--- config.mk ---
export PLATFORM = sky130hd
export DESIGN_NAME = peek_issue_queue
export DESIGN_NICKNAME = d
export VERILOG_FILES = /design/src/rtl/pkq_pkg.sv /design/src/rtl/pkq_store.sv /design/src/rtl/pkq_hazard.sv /design/src/rtl/pkq_ctrl.sv /design/src/rtl/peek_issue_queue.sv
export SDC_FILE = /design/constraint.sdc
export NUM_CORES = 1
export LEC_CHECK = 0
export BUFFER_PORTS_ARGS = -buffer_cell sky130_fd_sc_hd__buf_4
export CAP_MARGIN = 15
export CORE_AREA = 2 2 176 195
export CTS_CLUSTER_DIAMETER = 50
export DETAILED_ROUTE_END_ITERATION = 8
export DIE_AREA = 0 0 178 197
export PLACE_DENSITY_LB_ADDON = 0.25
export SYNTH_ARGS = -nofsm -noshare
export SYNTH_HDL_FRONTEND = slang
export SYNTH_SLANG_ARGS = --single-unit
--- constraint.sdc ---
create_clock -name clk -period 4.7 [get_ports clk]
set_input_delay 0.235 -clock clk [delete_from_list [all_inputs] [get_ports clk]]
set_output_delay 0.235 -clock clk [all_outputs]
set_load 0.03 [all_outputs]
--- src/rtl/pkq_pkg.sv ---
package pkq_pkg;

    // occupancy class seen by the issue controller
    typedef enum logic [1:0] {
        Q_EMPTY  = 2'd0,
        Q_SINGLE = 2'd1,
        Q_MULTI  = 2'd2
    } occ_t;

    // which queue position is offered
    typedef enum logic {
        PICK_HEAD = 1'b0,
        PICK_NEXT = 1'b1
    } pick_t;

endpackage

--- src/rtl/pkq_store.sv ---
module pkq_store #(
    parameter int DEPTH = 8,
    parameter int EW    = 16,
    parameter int CW    = $clog2(DEPTH + 1)
) (
    input  logic          clk,
    input  logic          rst_n,
    input  logic          push,
    input  logic [EW-1:0] push_ent,
    input  logic          pop,
    input  logic          pop_idx,
    output logic [CW-1:0] cnt,
    output logic [EW-1:0] ent0,
    output logic [EW-1:0] ent1
);

    logic [EW-1:0] slot [DEPTH];
    logic [CW-1:0] wr_idx;

    // after a pop the tail moves down one place, so the write lands one lower
    assign wr_idx = cnt - CW'(pop);

    genvar g;
    generate
        for (g = 0; g < DEPTH; g++) begin : g_slot
            logic [EW-1:0] shift_in;
            if (g < DEPTH - 1) begin : g_mid
                assign shift_in = slot[g+1];
            end else begin : g_last
                assign shift_in = slot[g];
            end

            always_ff @(posedge clk) begin
                if (!rst_n) begin
                    slot[g] <= '0;
                end else if (push && (wr_idx == CW'(g))) begin
                    slot[g] <= push_ent;
                end else if (pop && (CW'(g) >= CW'(pop_idx))) begin
                    slot[g] <= shift_in;
                end
            end
        end
    endgenerate

    always_ff @(posedge clk) begin
        if (!rst_n) begin
            cnt <= '0;
        end else begin
            cnt <= cnt + CW'(push) - CW'(pop);
        end
    end

    assign ent0 = slot[0];
    assign ent1 = slot[1];

    // never written past capacity
    a_r2_no_overrun: assert property (@(posedge clk) disable iff (!rst_n)
        push |-> (cnt < CW'(DEPTH) || pop));

    // removal only from a non-empty queue
    a_r10_no_underrun: assert property (@(posedge clk) disable iff (!rst_n)
        pop |-> (cnt != '0));

    // removing the second entry leaves the head untouched
    a_r10_head_kept: assert property (@(posedge clk) disable iff (!rst_n)
        (pop && pop_idx) |=> $stable(slot[0]));

endmodule

--- src/rtl/pkq_hazard.sv ---
module pkq_hazard #(
    parameter int NREG = 16,
    parameter int RW   = $clog2(NREG)
) (
    input  logic [NREG-1:0] rdy,
    input  logic            h_br,
    input  logic            h_wr,
    input  logic [RW-1:0]   h_dst,
    input  logic [RW-1:0]   h_sa,
    input  logic [RW-1:0]   h_sb,
    input  logic            n_br,
    input  logic            n_wr,
    input  logic [RW-1:0]   n_dst,
    input  logic [RW-1:0]   n_sa,
    input  logic [RW-1:0]   n_sb,
    output logic            head_go,
    output logic            next_clear
);

    logic h_a_ok, h_b_ok, n_ops_ok;
    logic true_dep, out_dep, anti_block, branch_block;

    always_comb begin
        h_a_ok   = rdy[h_sa];
        h_b_ok   = rdy[h_sb];
        head_go  = h_a_ok && h_b_ok;
        n_ops_ok = rdy[n_sa] && rdy[n_sb];

        // second entry reads what the head will produce
        true_dep = h_wr && ((n_sa == h_dst) || (n_sb == h_dst));
        // both produce the same register
        out_dep  = h_wr && n_wr && (n_dst == h_dst);
        // second overwrites a head source the head has not captured yet
        anti_block = n_wr && (((n_dst == h_sa) && !h_a_ok) ||
                              ((n_dst == h_sb) && !h_b_ok));
        branch_block = h_br || n_br;

        next_clear = n_ops_ok && !true_dep && !out_dep &&
                     !anti_block && !branch_block;
    end

endmodule

--- src/rtl/pkq_ctrl.sv ---
module pkq_ctrl
    import pkq_pkg::*;
#(
    parameter int DEPTH = 8,
    parameter int CW    = $clog2(DEPTH + 1)
) (
    input  logic          clk,
    input  logic          rst_n,
    input  logic [CW-1:0] cnt,
    input  logic          push,
    input  logic          pop,
    input  logic          head_go,
    input  logic          next_clear,
    output logic          offer,
    output pick_t         pick
);

    occ_t          state, state_nx;
    logic [CW-1:0] cnt_nx;

    // next-state logic
    always_comb begin
        cnt_nx   = cnt + CW'(push) - CW'(pop);
        state_nx = state;
        unique case (state)
            Q_EMPTY: begin
                if (push) state_nx = Q_SINGLE;
            end
            Q_SINGLE: begin
                if (push && !pop)      state_nx = Q_MULTI;
                else if (pop && !push) state_nx = Q_EMPTY;
            end
            Q_MULTI: begin
                if (cnt_nx == CW'(1)) state_nx = Q_SINGLE;
            end
            default: state_nx = Q_EMPTY;
        endcase
    end

    // state register
    always_ff @(posedge clk) begin
        if (!rst_n) state <= Q_EMPTY;
        else        state <= state_nx;
    end

    // outputs
    always_comb begin
        offer = 1'b0;
        pick  = PICK_HEAD;
        unique case (state)
            Q_EMPTY: begin
                offer = 1'b0;
            end
            Q_SINGLE: begin
                offer = head_go;
            end
            Q_MULTI: begin
                if (head_go) begin
                    offer = 1'b1;
                end else if (next_clear) begin
                    offer = 1'b1;
                    pick  = PICK_NEXT;
                end
            end
            default: offer = 1'b0;
        endcase
    end

    // controller state tracks the stored entry count
    a_r1_state_empty: assert property (@(posedge clk) disable iff (!rst_n)
        (state == Q_EMPTY) == (cnt == '0));

    // overtake only when a second entry exists
    a_r11_multi_only: assert property (@(posedge clk) disable iff (!rst_n)
        (pick == PICK_NEXT) |-> (cnt >= CW'(2)));

    // count stays within capacity
    a_r2_bounded: assert property (@(posedge clk) disable iff (!rst_n)
        cnt <= CW'(DEPTH));

endmodule

--- src/rtl/peek_issue_queue.sv ---
module peek_issue_queue
    import pkq_pkg::*;
#(
    parameter int DEPTH = 8,
    parameter int NREG  = 16,
    parameter int PAYW  = 8,
    parameter int RW    = $clog2(NREG)
) (
    input  logic            clk,
    input  logic            rst_n,
    input  logic            in_valid,
    output logic            in_ready,
    input  logic            in_br,
    input  logic            in_wr,
    input  logic [RW-1:0]   in_dst,
    input  logic [RW-1:0]   in_src_a,
    input  logic [RW-1:0]   in_src_b,
    input  logic [PAYW-1:0] in_pay,
    input  logic [NREG-1:0] reg_rdy,
    output logic            iss_valid,
    input  logic            iss_ready,
    output logic            iss_sel,
    output logic            iss_br,
    output logic            iss_wr,
    output logic [RW-1:0]   iss_dst,
    output logic [RW-1:0]   iss_src_a,
    output logic [RW-1:0]   iss_src_b,
    output logic [PAYW-1:0] iss_pay
);

    localparam int CW     = $clog2(DEPTH + 1);
    localparam int EW     = 2 + 3 * RW + PAYW;
    localparam int O_PAY  = 0;
    localparam int O_SB   = O_PAY + PAYW;
    localparam int O_SA   = O_SB + RW;
    localparam int O_DST  = O_SA + RW;
    localparam int O_WR   = O_DST + RW;
    localparam int O_BR   = O_WR + 1;

    logic [CW-1:0] cnt;
    logic [EW-1:0] ent0, ent1, push_ent, pick_ent;
    logic          push, pop;
    logic          head_go, next_clear, offer;
    pick_t         pick;

    assign in_ready = (cnt < CW'(DEPTH));
    assign push     = in_valid && in_ready;
    assign push_ent = {in_br, in_wr, in_dst, in_src_a, in_src_b, in_pay};
    assign pop      = offer && iss_ready;

    pkq_store #(.DEPTH(DEPTH), .EW(EW), .CW(CW)) u_store (
        .clk      (clk),
        .rst_n    (rst_n),
        .push     (push),
        .push_ent (push_ent),
        .pop      (pop),
        .pop_idx  (pick == PICK_NEXT),
        .cnt      (cnt),
        .ent0     (ent0),
        .ent1     (ent1)
    );

    pkq_hazard #(.NREG(NREG), .RW(RW)) u_hazard (
        .rdy        (reg_rdy),
        .h_br       (ent0[O_BR]),
        .h_wr       (ent0[O_WR]),
        .h_dst      (ent0[O_DST +: RW]),
        .h_sa       (ent0[O_SA +: RW]),
        .h_sb       (ent0[O_SB +: RW]),
        .n_br       (ent1[O_BR]),
        .n_wr       (ent1[O_WR]),
        .n_dst      (ent1[O_DST +: RW]),
        .n_sa       (ent1[O_SA +: RW]),
        .n_sb       (ent1[O_SB +: RW]),
        .head_go    (head_go),
        .next_clear (next_clear)
    );

    pkq_ctrl #(.DEPTH(DEPTH), .CW(CW)) u_ctrl (
        .clk        (clk),
        .rst_n      (rst_n),
        .cnt        (cnt),
        .push       (push),
        .pop        (pop),
        .head_go    (head_go),
        .next_clear (next_clear),
        .offer      (offer),
        .pick       (pick)
    );

    assign pick_ent  = (pick == PICK_NEXT) ? ent1 : ent0;
    assign iss_valid = offer;
    assign iss_sel   = (pick == PICK_NEXT);
    assign iss_br    = pick_ent[O_BR];
    assign iss_wr    = pick_ent[O_WR];
    assign iss_dst   = pick_ent[O_DST +: RW];
    assign iss_src_a = pick_ent[O_SA +: RW];
    assign iss_src_b = pick_ent[O_SB +: RW];
    assign iss_pay   = pick_ent[O_PAY +: PAYW];

    // whatever is offered has both operands available
    a_r8_operands_ready: assert property (@(posedge clk) disable iff (!rst_n)
        iss_valid |-> (reg_rdy[iss_src_a] && reg_rdy[iss_src_b]));

    // an overtake happens only while the head waits on a register
    a_r3_head_blocked: assert property (@(posedge clk) disable iff (!rst_n)
        (iss_valid && iss_sel) |->
            !(reg_rdy[ent0[O_SA +: RW]] && reg_rdy[ent0[O_SB +: RW]]));

    // the overtaking entry never consumes the head's result
    a_r5_no_true_dep: assert property (@(posedge clk) disable iff (!rst_n)
        (iss_valid && iss_sel && ent0[O_WR]) |->
            (iss_src_a != ent0[O_DST +: RW] && iss_src_b != ent0[O_DST +: RW]));

    // no two writers of one register swap order
    a_r6_no_out_dep: assert property (@(posedge clk) disable iff (!rst_n)
        (iss_valid && iss_sel && ent0[O_WR] && iss_wr) |->
            (iss_dst != ent0[O_DST +: RW]));

    // branches neither overtake nor get overtaken
    a_r9_branch_fence: assert property (@(posedge clk) disable iff (!rst_n)
        (iss_valid && iss_sel) |-> (!iss_br && !ent0[O_BR]));

    // reset leaves room for a push
    a_r1_room_after_reset: assert property (@(posedge clk)
        $rose(rst_n) |-> in_ready);

endmodule

==> results.json <==
{
  "irDropWorstVdd_uv": 222,
  "nets": 718,
  "setup_slack_ps": 225,
  "antenna_found_initial": 0,
  "portBuffers": 66,
  "clk_pin_slew_worst_paths_ps": 70,
  "start_util_pct": 26.8,
  "avgSynthCellArea_um2": 14.4,
  "finalPower_mw": 4.75,
  "antenna_cells": 0,
  "vias": 5193,
  "synthTopCellsByArea": "edfxtp_1, a22o_1, mux4_2",
  "vias_per_cell": 4.68,
  "yosys.area.top_type_share_pct": 59.7,
  "place.gp.congestion": 0.820,
  "dpl.hpwl_um": 13900,
  "holdBufCountCts": 0,
  "die_area_mm2": 0.0351,
  "worstPathArrival_ps": 4830,
  "synth_cell_types": 49,
  "synth.most_common_cell": "edfxtp_1",
  "powerDensity_mw_per_mm2": 455,
  "drv_slew": 0,
  "synth_ff_type": "edfxtp_1",
  "n_fill_cell": 3236,
  "synth_enable_flop_cells": 176,
  "firstDrtPassIters": 5,
  "synthToLayoutAreaGrowth_pct": 18.0,
  "grt_usage_pct": 10.7,
  "syn_area_mm2": 0.00885,
  "max_freq_mhz": 223,
  "ys_top_cells_by_count": "edfxtp_1, a22o_1, and2_1",
  "synthArstFlopShare_pct": 0,
  "setup_viol": 0,
  "cap_violations": 0,
  "overflow": 0,
  "tns_ps": 0,
  "clk_latency_ps": 420,
  "synth_area_leader_cell": "edfxtp_1",
  "die_height_um": 197,
  "core_mm2": 0.0330,
  "max_slew_margin_pct": 27.0,
  "yosysSeqAreaShare_pct": 61.1,
  "worst_pin_slew_ps": 1090,
  "clk_path_buf_depth": 2,
  "fin_crit_ps": 4470,
  "die-width_um": 178,
  "p_leak_nw": 3.85,
  "drive_gt1_share_pct": 26.0,
  "h-tree-depth": 4,
  "worstPathRequired_ps": 5050,
  "end_kind": "register",
  "hp-class": "in2reg",
  "wire_per_inst_um": 16.5,
  "yosysWarnings": 0,
  "syn_inst": 616,
  "status": "finished, final reports clean",
  "ant_nets": 0,
  "start_kind": "register",
  "fin_skew_ps": 12.1,
  "first_global_vias": 5235,
  "cts.sinks": 182,
  "hold_viol_final": 0,
  "path_max_fanout": 7,
  "drc": 0,
  "path_class": "reg2reg",
  "cts_tree": "done",
  "grt_max_degree": 23,
  "clockRootBuffer": "clkbuf_16",
  "ys_seq_elements": 182,
  "layout.area.seq_mm2": 0.00541,
  "multi_input_area_mm2": 0.00314,
  "num_io_pins": 67,
  "cts_made_buffers": 17,
  "fin_crit_sh_pct": 95.2,
  "drt-initial-drc-count": 335,
  "grt_first_pass_wirelength_um": 29500,
  "synth_nets": 669,
  "dpl_worst_slack_ps": 162,
  "placementRows": 70,
  "drt_wl_total_um": 18300
}
-- cell families (layout without fill, tap and decap cells) --
family          count (synthesis)  after routing  share of synthesized area, %
compound gates                182            182                          17.5
xor+xnor                       26             26                          2.57
mux                            44             44                          7.72
flops                         182            182                          61.1
buf+inv                        79            141                          3.96
simple gates                   92             92                          5.50
fa+ha+maj                      11             11                          1.64
-- worst max-delay path, cell delays in order, from the launching register on --
cell      delay [ps]
edfxtp_1         550
mux4_2           540
mux4_2           470
nand4_1          180
o21ai_2          100
nor2b_1          160
ha_1             330
inv_1             70
ha_1             210
fa_1             410
xor2_1           210
nand4b_1         180
a22oi_2          220
o211ai_1         160
or4_1            480
a21oi_1          150
-- power by group --
group,internal [mW],switching (mW),leakage (nW)
Combinational,0.478,0.649,1.69
Sequential,2.05,0.154,1.88
Clock,0.839,0.582,0.276
-- placed cells by master, fill, tap and decap left out, drive strengths merged, types with 3 or more instances in the layout --
| master | Yosys | routed |
|---|---|---|
| mux4 | 16 | 16 |
| nor3 | 5 | 5 |
| edfxtp | 176 | 176 |
| o21ai | 10 | 10 |
| mux2 | 22 | 22 |
| mux2i | 6 | 6 |
| a21oi | 5 | 5 |
| bufinv | 0 | 3 |
| ha | 10 | 10 |
| a31oi | 3 | 3 |
| and2 | 27 | 27 |
| xor2 | 18 | 18 |
| nand3 | 4 | 4 |
| a22o | 155 | 155 |
| dfxtp | 6 | 6 |
| xnor2 | 8 | 8 |
| nor2b | 3 | 3 |
| clkinv | 0 | 3 |
| clkinvlp | 0 | 3 |
| clkbuf | 22 | 21 |
| inv | 14 | 16 |
| nor2 | 17 | 17 |
| nor4 | 6 | 6 |
| nand2 | 20 | 20 |
| buf | 43 | 95 |
-- stage by stage --
| stage | std cells | util (%) | cell area, um^2 | hold slack [ps] |
|---|---|---|---|---|
| final | 1110 | 31.6 | 10400 | 130 |
| after global routing | 1110 | 31.6 | 10400 | 136 |
| after CTS | 1103 | 31.4 | 10400 | 111 |
| after detailed placement | 1071 | 29.7 | 9790 | 517 |
| after global placement | 1071 | 29.7 | 9790 | 514 |
| after floorplan | 616 | - | 8850 | 484 |
-- sequential cells by signal, indices dropped and copies added, names as in the netlist --
signal        flops
u_store.slot    176
u_store.cnt       4
u_ctrl.state      2
-- path summary, 6_finish.rpt --
| kind | slack [ps] | depth (start not counted) | to | start |
|---|---|---|---|---|
| setup reg to reg | 230 | 15 | u_ctrl.state[0]$_SDFFE_PN0P_ | u_store.slot[0][30]$_DFFE_PP_ |
| setup / recovery | 230 | 15 | u_ctrl.state[0]$_SDFFE_PN0P_ | u_store.slot[0][30]$_DFFE_PP_ |
| hold reg to reg | 530 | 1 | u_store.slot[0][87]$_DFFE_PP_ | u_store.slot[1][21]$_SDFFCE_PN0P_ |
| hold / removal | 130 | 2 | u_store.cnt[0]$_SDFF_PN0_ | rst_n |
-- timing repair --
action / 4_1_cts / 5_1_grt
setup endpoints to repair: 0 / 1
resized for setup: 0 / 1
setup buffers: 0 / 7
endpoints found under the hold margin: 0 / 0
-- per-layer routing --
layer | up-vias | global-route usage, % | wire length, um | part of all wire, %
met1 | 2540 | 14.2 | 8600 | 47
met3 | 16 | 2.01 | 627 | 3.4
met2 | 106 | 17.9 | 8830 | 48
li1 | 2531 | - | - | -
met5 | - | 0 | 0 | 0
met4 | 0 | 3.22 | 240 | 1.3
-- final cells by class --
cell class                      instances  share of cell area [%]
Tap cell                              432                    5.18
Clock buffer                           21                    4.22
Timing Repair Buffer                   95                    6.83
Sequential cell                       182                    51.8
Clock inverter                         11                    1.41
Inverter                               14                   0.503
Multi-Input combinational cell        355                    30.1
(Power assumes the default switching activity.)
